### config.mk
export PLATFORM = sky130hd
export DESIGN_NAME = pwm_evt_shaper
export DESIGN_NICKNAME = d
export VERILOG_FILES = /design/src/rtl/pwm_evt_pkg.sv /design/src/rtl/pwm_evt_regs.sv /design/src/rtl/pwm_evt_resolve.sv /design/src/rtl/pwm_evt_force.sv /design/src/rtl/pwm_evt_shaper.sv
export SDC_FILE = /design/constraint.sdc
export NUM_CORES = 1
export LEC_CHECK = 0
export BUFFER_PORTS_ARGS = -buffer_cell sky130_fd_sc_hd__buf_4
export CORE_ASPECT_RATIO = 0.75
export CORE_UTILIZATION = 50
export CTS_CLUSTER_SIZE = 28
export DETAILED_ROUTE_END_ITERATION = 8
export GPL_TIMING_DRIVEN = 0
export PLACE_DENSITY = 0.85
export RECOVER_POWER = 25
export SLEW_MARGIN = 20
export SYNTH_ARGS = -nofsm -noshare
export SYNTH_HDL_FRONTEND = slang
export SYNTH_SLANG_ARGS = --single-unit
### constraint.sdc
create_clock -name clk -period 2.3 [get_ports clk]
set_clock_uncertainty 0.2 [all_clocks]
set_input_delay 0.345 -clock clk [delete_from_list [all_inputs] [get_ports clk]]
set_output_delay 0.345 -clock clk [all_outputs]
set_load 0.01 [all_outputs]
### src/rtl/pwm_evt_pkg.sv
package pwm_evt_pkg;

   localparam int unsigned NUM_OUT = 2;

   typedef enum logic [1:0] {
      ACT_KEEP   = 2'b00,
      ACT_LOW    = 2'b01,
      ACT_HIGH   = 2'b10,
      ACT_TOGGLE = 2'b11
   } act_code_e;

   typedef enum logic [1:0] {
      RLD_ZERO   = 2'b00,
      RLD_PERIOD = 2'b01,
      RLD_EITHER = 2'b10,
      RLD_NOW    = 2'b11
   } reload_sel_e;

   typedef struct packed {
      act_code_e on_cmpb;
      act_code_e on_cmpa;
      act_code_e on_period;
      act_code_e on_zero;
   } evt_actions_t;

   typedef struct packed {
      logic zero;
      logic period;
      logic cmpa;
      logic cmpb;
   } evt_set_t;

endpackage

### src/rtl/pwm_evt_regs.sv
module pwm_evt_regs
   import pwm_evt_pkg::*;
#(
   parameter int unsigned ADDR_W     = 8,
   parameter int unsigned DATA_W     = 16,
   parameter logic [ADDR_W-1:0] OFS_ACT_A  = 'h16,
   parameter logic [ADDR_W-1:0] OFS_ACT_B  = 'h18,
   parameter logic [ADDR_W-1:0] OFS_RELOAD = 'h1A,
   parameter logic [ADDR_W-1:0] OFS_FORCE  = 'h1C
) (
   input  logic                   clk,
   input  logic                   rst_n,
   input  logic                   cfg_we,
   input  logic [ADDR_W-1:0]      cfg_addr,
   input  logic [DATA_W-1:0]      cfg_wdata,
   output evt_actions_t [NUM_OUT-1:0] act_cfg,
   output reload_sel_e            reload_sel,
   output logic [2*NUM_OUT-1:0]   force_shadow
);

   localparam int unsigned USED_W = 10;

   if (DATA_W < USED_W) begin : g_width_chk
      $error("pwm_evt_regs: DATA_W must be at least 10");
   end

   logic unused_wdata;
   assign unused_wdata = ^cfg_wdata[DATA_W-1:USED_W] ^ cfg_wdata[7] ^ cfg_wdata[6];

   function automatic evt_actions_t unpack_actions(input logic [DATA_W-1:0] d);
      evt_actions_t r;
      r.on_zero   = act_code_e'(d[1:0]);
      r.on_period = act_code_e'(d[3:2]);
      r.on_cmpa   = act_code_e'(d[5:4]);
      r.on_cmpb   = act_code_e'(d[9:8]);
      return r;
   endfunction

   always_ff @(posedge clk or negedge rst_n) begin
      if (!rst_n) begin
         act_cfg      <= '0;
         reload_sel   <= RLD_ZERO;
         force_shadow <= '0;
      end else if (cfg_we) begin
         unique case (cfg_addr)
            OFS_ACT_A:  act_cfg[0]   <= unpack_actions(cfg_wdata);
            OFS_ACT_B:  act_cfg[1]   <= unpack_actions(cfg_wdata);
            OFS_RELOAD: reload_sel   <= reload_sel_e'(cfg_wdata[7:6]);
            OFS_FORCE:  force_shadow <= cfg_wdata[2*NUM_OUT-1:0];
            default: ;
         endcase
      end
   end

   // a write outside the map leaves every register unchanged
   assert_unmapped_ignored_R9: assert property (@(posedge clk) disable iff (!rst_n)
      (cfg_we && cfg_addr != OFS_ACT_A && cfg_addr != OFS_ACT_B &&
       cfg_addr != OFS_RELOAD && cfg_addr != OFS_FORCE)
      |=> ($stable(act_cfg) && $stable(reload_sel) && $stable(force_shadow)));

endmodule

### src/rtl/pwm_evt_resolve.sv
module pwm_evt_resolve
   import pwm_evt_pkg::*;
(
   input  logic         clk,
   input  logic         rst_n,
   input  logic         tick_en,
   input  evt_set_t     ev,
   input  evt_actions_t cfg,
   output logic         wave
);

   act_code_e chosen;
   logic      wave_q;

   // later assignments win: zero < cmpa < cmpb < period
   always_comb begin
      chosen = ACT_KEEP;
      if (ev.zero   && cfg.on_zero   != ACT_KEEP) chosen = cfg.on_zero;
      if (ev.cmpa   && cfg.on_cmpa   != ACT_KEEP) chosen = cfg.on_cmpa;
      if (ev.cmpb   && cfg.on_cmpb   != ACT_KEEP) chosen = cfg.on_cmpb;
      if (ev.period && cfg.on_period != ACT_KEEP) chosen = cfg.on_period;
   end

   always_ff @(posedge clk or negedge rst_n) begin
      if (!rst_n) begin
         wave_q <= 1'b0;
      end else if (tick_en) begin
         unique case (chosen)
            ACT_LOW:    wave_q <= 1'b0;
            ACT_HIGH:   wave_q <= 1'b1;
            ACT_TOGGLE: wave_q <= ~wave_q;
            default:    wave_q <= wave_q;
         endcase
      end
   end

   assign wave = wave_q;

   assert_hold_without_tick_R3: assert property (@(posedge clk) disable iff (!rst_n)
      !tick_en |=> $stable(wave_q));

   assert_no_event_no_change_R2: assert property (@(posedge clk) disable iff (!rst_n)
      (tick_en && ev == '0) |=> $stable(wave_q));

   assert_period_low_wins_R4: assert property (@(posedge clk) disable iff (!rst_n)
      (tick_en && ev.period && cfg.on_period == ACT_LOW) |=> !wave_q);

   assert_period_high_wins_R4: assert property (@(posedge clk) disable iff (!rst_n)
      (tick_en && ev.period && cfg.on_period == ACT_HIGH) |=> wave_q);

endmodule

### src/rtl/pwm_evt_force.sv
module pwm_evt_force
   import pwm_evt_pkg::*;
(
   input  logic                 clk,
   input  logic                 rst_n,
   input  logic                 tick_en,
   input  logic                 ev_zero,
   input  logic                 ev_period,
   input  reload_sel_e          reload_sel,
   input  logic [2*NUM_OUT-1:0] shadow,
   output logic [2*NUM_OUT-1:0] active
);

   logic load;

   always_comb begin
      unique case (reload_sel)
         RLD_ZERO:   load = tick_en && ev_zero;
         RLD_PERIOD: load = tick_en && ev_period;
         RLD_EITHER: load = tick_en && (ev_zero || ev_period);
         default:    load = tick_en;
      endcase
   end

   always_ff @(posedge clk or negedge rst_n) begin
      if (!rst_n)    active <= '0;
      else if (load) active <= shadow;
   end

   // the active override moves only at a reload point
   assert_active_waits_R7: assert property (@(posedge clk) disable iff (!rst_n)
      !load |=> $stable(active));

   // immediate mode takes the shadow on the next tick
   assert_now_reload_R6: assert property (@(posedge clk) disable iff (!rst_n)
      (tick_en && reload_sel == RLD_NOW) |=> active == $past(shadow));

   // a period-only reload point ignores zero ticks
   assert_period_mode_R6: assert property (@(posedge clk) disable iff (!rst_n)
      (reload_sel == RLD_PERIOD && !ev_period) |=> $stable(active));

endmodule

### src/rtl/pwm_evt_shaper.sv
module pwm_evt_shaper
   import pwm_evt_pkg::*;
#(
   parameter int unsigned ADDR_W = 8,
   parameter int unsigned DATA_W = 16
) (
   input  logic              clk,
   input  logic              rst_n,
   input  logic              tick_en,
   input  logic              ev_zero,
   input  logic              ev_period,
   input  logic              ev_cmpa_up,
   input  logic              ev_cmpb_up,
   input  logic              cfg_we,
   input  logic [ADDR_W-1:0] cfg_addr,
   input  logic [DATA_W-1:0] cfg_wdata,
   output logic              pwm_a,
   output logic              pwm_b
);

   if (ADDR_W < 5) begin : g_addr_chk
      $error("pwm_evt_shaper: ADDR_W must reach offset 0x1C");
   end

   evt_actions_t [NUM_OUT-1:0] act_cfg;
   reload_sel_e                reload_sel;
   logic [2*NUM_OUT-1:0]       force_shadow;
   logic [2*NUM_OUT-1:0]       force_active;
   logic [NUM_OUT-1:0]         wave;
   logic [NUM_OUT-1:0]         pin;
   evt_set_t                   ev;

   assign ev.zero   = ev_zero;
   assign ev.period = ev_period;
   assign ev.cmpa   = ev_cmpa_up;
   assign ev.cmpb   = ev_cmpb_up;

   pwm_evt_regs #(
      .ADDR_W (ADDR_W),
      .DATA_W (DATA_W)
   ) u_regs (
      .clk          (clk),
      .rst_n        (rst_n),
      .cfg_we       (cfg_we),
      .cfg_addr     (cfg_addr),
      .cfg_wdata    (cfg_wdata),
      .act_cfg      (act_cfg),
      .reload_sel   (reload_sel),
      .force_shadow (force_shadow)
   );

   pwm_evt_force u_force (
      .clk        (clk),
      .rst_n      (rst_n),
      .tick_en    (tick_en),
      .ev_zero    (ev_zero),
      .ev_period  (ev_period),
      .reload_sel (reload_sel),
      .shadow     (force_shadow),
      .active     (force_active)
   );

   for (genvar ch = 0; ch < NUM_OUT; ch++) begin : g_ch
      pwm_evt_resolve u_resolve (
         .clk     (clk),
         .rst_n   (rst_n),
         .tick_en (tick_en),
         .ev      (ev),
         .cfg     (act_cfg[ch]),
         .wave    (wave[ch])
      );

      always_comb begin
         unique case (act_code_e'(force_active[2*ch+1:2*ch]))
            ACT_LOW:  pin[ch] = 1'b0;
            ACT_HIGH: pin[ch] = 1'b1;
            default:  pin[ch] = wave[ch];
         endcase
      end

      // a released pin follows the event waveform
      assert_release_follows_R8: assert property (@(posedge clk) disable iff (!rst_n)
         (force_active[2*ch+1] == force_active[2*ch]) |-> pin[ch] == wave[ch]);
   end

   assign pwm_a = pin[0];
   assign pwm_b = pin[1];

endmodule

==> metrics.csv <==
metric;value;unit
die extent in y;48.28;um
Yosys top cell by area;dfrtp_1;
slew margin rel.;0.5417;
RSZ-0062 raised after global routing;no;
Netlist Area Pre-Place;1428;um2
1st-pass router iterations;4;
GRT Util Overall;0.1961;
post-synthesis cell type count;25;
final setup violating endpoints;0;
routed wire length;2668;um
Synth area leaders;dfrtp_1 (49%), mux2_2 (19%), nand2_1 (4.5%);
Final Hold Fails;0;
Sw Ratio;0.2349;
gr ovfl total;0;
Max Root-Sink Buffers;2;
Synth Register Bits;28;
CORE AREA;2663;um2
CTS root buf;clkbuf_8;
post-synthesis async set-or-reset flop share;1.000;
vias in the first global route;999;
commonest cells in the netlist;dfrtp_1 (28), mux2_2 (24), nand2_1 (17);
TritonCTS clock tree;built;
Max Slew Vio Count;0;
top cell type's share of synthesized area;0.4908;
DR vias;1007;
largest net degree at the start of global routing;29;
clock sink count;28;
Final WS setup;0.3477;ns
Top Ports;34;
worst-skew pair later-pin latency;0.26;ns
CP Launch Type;flop;
Cell Area, Placed;1675;um2
hpwl dp;2133;um
Post-Syn Nets;154;
Required @ worst endpoint;1.75;ns
Main synth FF type;dfrtp_1;
Worst setup EP type;output port;
final setup TNS;0;ns
Port Buffers;27;
Syn Area/Cell;12.20;um2
Syn. warnings;0;
Final ANT Viol Nets;0;
DRC viols;0;
HP Class;primary input to flop;
post-synthesis sequential area ratio;0.4908;
pre-CTS setup slack;0.3696;ns
CTS buffer count;3;
CP arrival;1.41;ns
Layout Utilization;0.6476;
Comb power frac;0.165;
drt via density;5.473;
Peak Freq;0.5122;GHz
fin crit share;0.8488;
largest fanout on the critical path;2;
Post-synth EDFFs;0;
fin crit period;1.952;ns
htree depth;1;
first-pass GRT wire length;4464;um
NetSw;223.8;uW
status;complete, no violations;
Power Density;552.6;nW/um2
GP Congestion;0.7571;
Worst-path clk slew;0.09;ns
cells after synthesis;117;
most common cell in the netlist;dfrtp_1;
Die ar.;3075;um2
ant diodes;0;
Initial Utilization;0.5362;
Pint;729.0;uW
design area;1724;um2
layout cell share with drive strength beyond 1;0.4392;
Worst VDD drop;0.4093;mV
Nets;187;
initial antenna violation count;0;
static leakage;0.0008886;uW
WL/cell;14.50;um
DIE WIDTH;63.70;um
Sequential Power Share;0.571;
Max-Cap Viols;0;
Rows;16;
Setup Crit Path Kind;flop to output port;
Layout area overhead;20.77;%
initial DRC count;29;
Worst-Margin Slew;0.6874;ns
Clock power frac;0.264;
PnR Total Power;952.8;uW
worst max-delay path: stages (launching register included):
cell	delay [ns]
dfrtp_1	0.35
inv_1	0.05
ha_1	0.28
mux2_2	0.32
buf_4	0.14
cell type report:
type                            count  area (um2)
Multi-Input combinational cell     83       703.2
Tap cell                           36       45.04
Fill cell                         221       938.4
Inverter                            5       18.77
Timing Repair Buffer               28       210.2
Clock buffer                        3       41.29
Sequential cell                    28       700.7
Buffer                              1       5.005
cells in the final DEF (no fill, tap or decap), drive strengths merged, types with 2 or more instances in the layout:
| cell type | n |
|---|---|
| nor2 | 2 |
| buf | 27 |
| a32o | 2 |
| nand3 | 4 |
| nand2 | 18 |
| a21boi | 2 |
| ha | 5 |
| nor2b | 3 |
| a21oi | 3 |
| dfrtp | 28 |
| o21ai | 5 |
| inv | 5 |
| and3 | 2 |
| nand3b | 4 |
| mux2 | 28 |
| clkbuf | 4 |
| o221ai | 2 |
layer usage:
metal	share of wire	GRT usage	vias to the layer above
met1	0.42	0.2342	498
met4	0.0037	0.02727	0
met2	0.53	0.3872	29
met5	0	0	-
met3	0.047	0.04206	2
li1	-	-	478
state kept, by name, indices dropped and copies added (netlist names):
name and cells:
u_force.active 4, u_regs.act_cfg 16, u_regs.reload_sel 2, g_ch.u_resolve.wave 2, u_regs.force_shadow 4
power by group through the flow:
| stage | Combinational, uW | Clock, uW | Sequential (uW) |
|---|---|---|---|
| finish | 157 | 252 | 544 |
| global route | 176 | 273 | 548 |
| CTS | 160 | 258 | 543 |
| detailed placement | 158 | 0 | 553 |
| global placement | 150 | 0 | 550 |
| floorplan | 80.3 | 0 | 545 |
per-stage QoR:
step,std cells,hold slack (ns)
floorplan,117,-0.1506
global placement,180,0.07109
detailed placement,180,0.07771
CTS,184,0.1066
global route,184,0.1116
finish,184,0.1092
kinds of logic (layout without fill, tap and decap cells):
kind of cell,after synthesis,after routing,share of synthesized area
adders and majority gates,5,5,0.04382
AOI/OAI and AO/OA,15,15,0.07274
and+or+nand+nor,35,35,0.1446
DFF,28,28,0.4908
buffers and inverters,6,37,0.01665
muxes,28,28,0.2314
timing repair:
action / CTS / global route
gates resized for setup: 0 / 0
hold buffers: 1 / 0
hold endpoints to repair: 28 / 0
buffers inserted: 0 / 0
worst paths after layout:
path	from	endpoint	slack [ns]	cells after the start
setup / recovery	u_force.active[2]	pwm_b	0.35	4
max in group asynchronous	rst_n	u_regs.act_cfg[3]	1.01	2
hold / removal	cfg_wdata[6]	u_regs.reload_sel[0]	0.11	2
setup reg to reg	u_regs.reload_sel[0]	u_force.active[1]	0.37	6
hold reg to reg	u_regs.act_cfg[14]	u_regs.act_cfg[14]	0.31	1
min in group asynchronous	rst_n	u_regs.force_shadow[2]	0.45	2
Power figures use the tool's default switching activity.
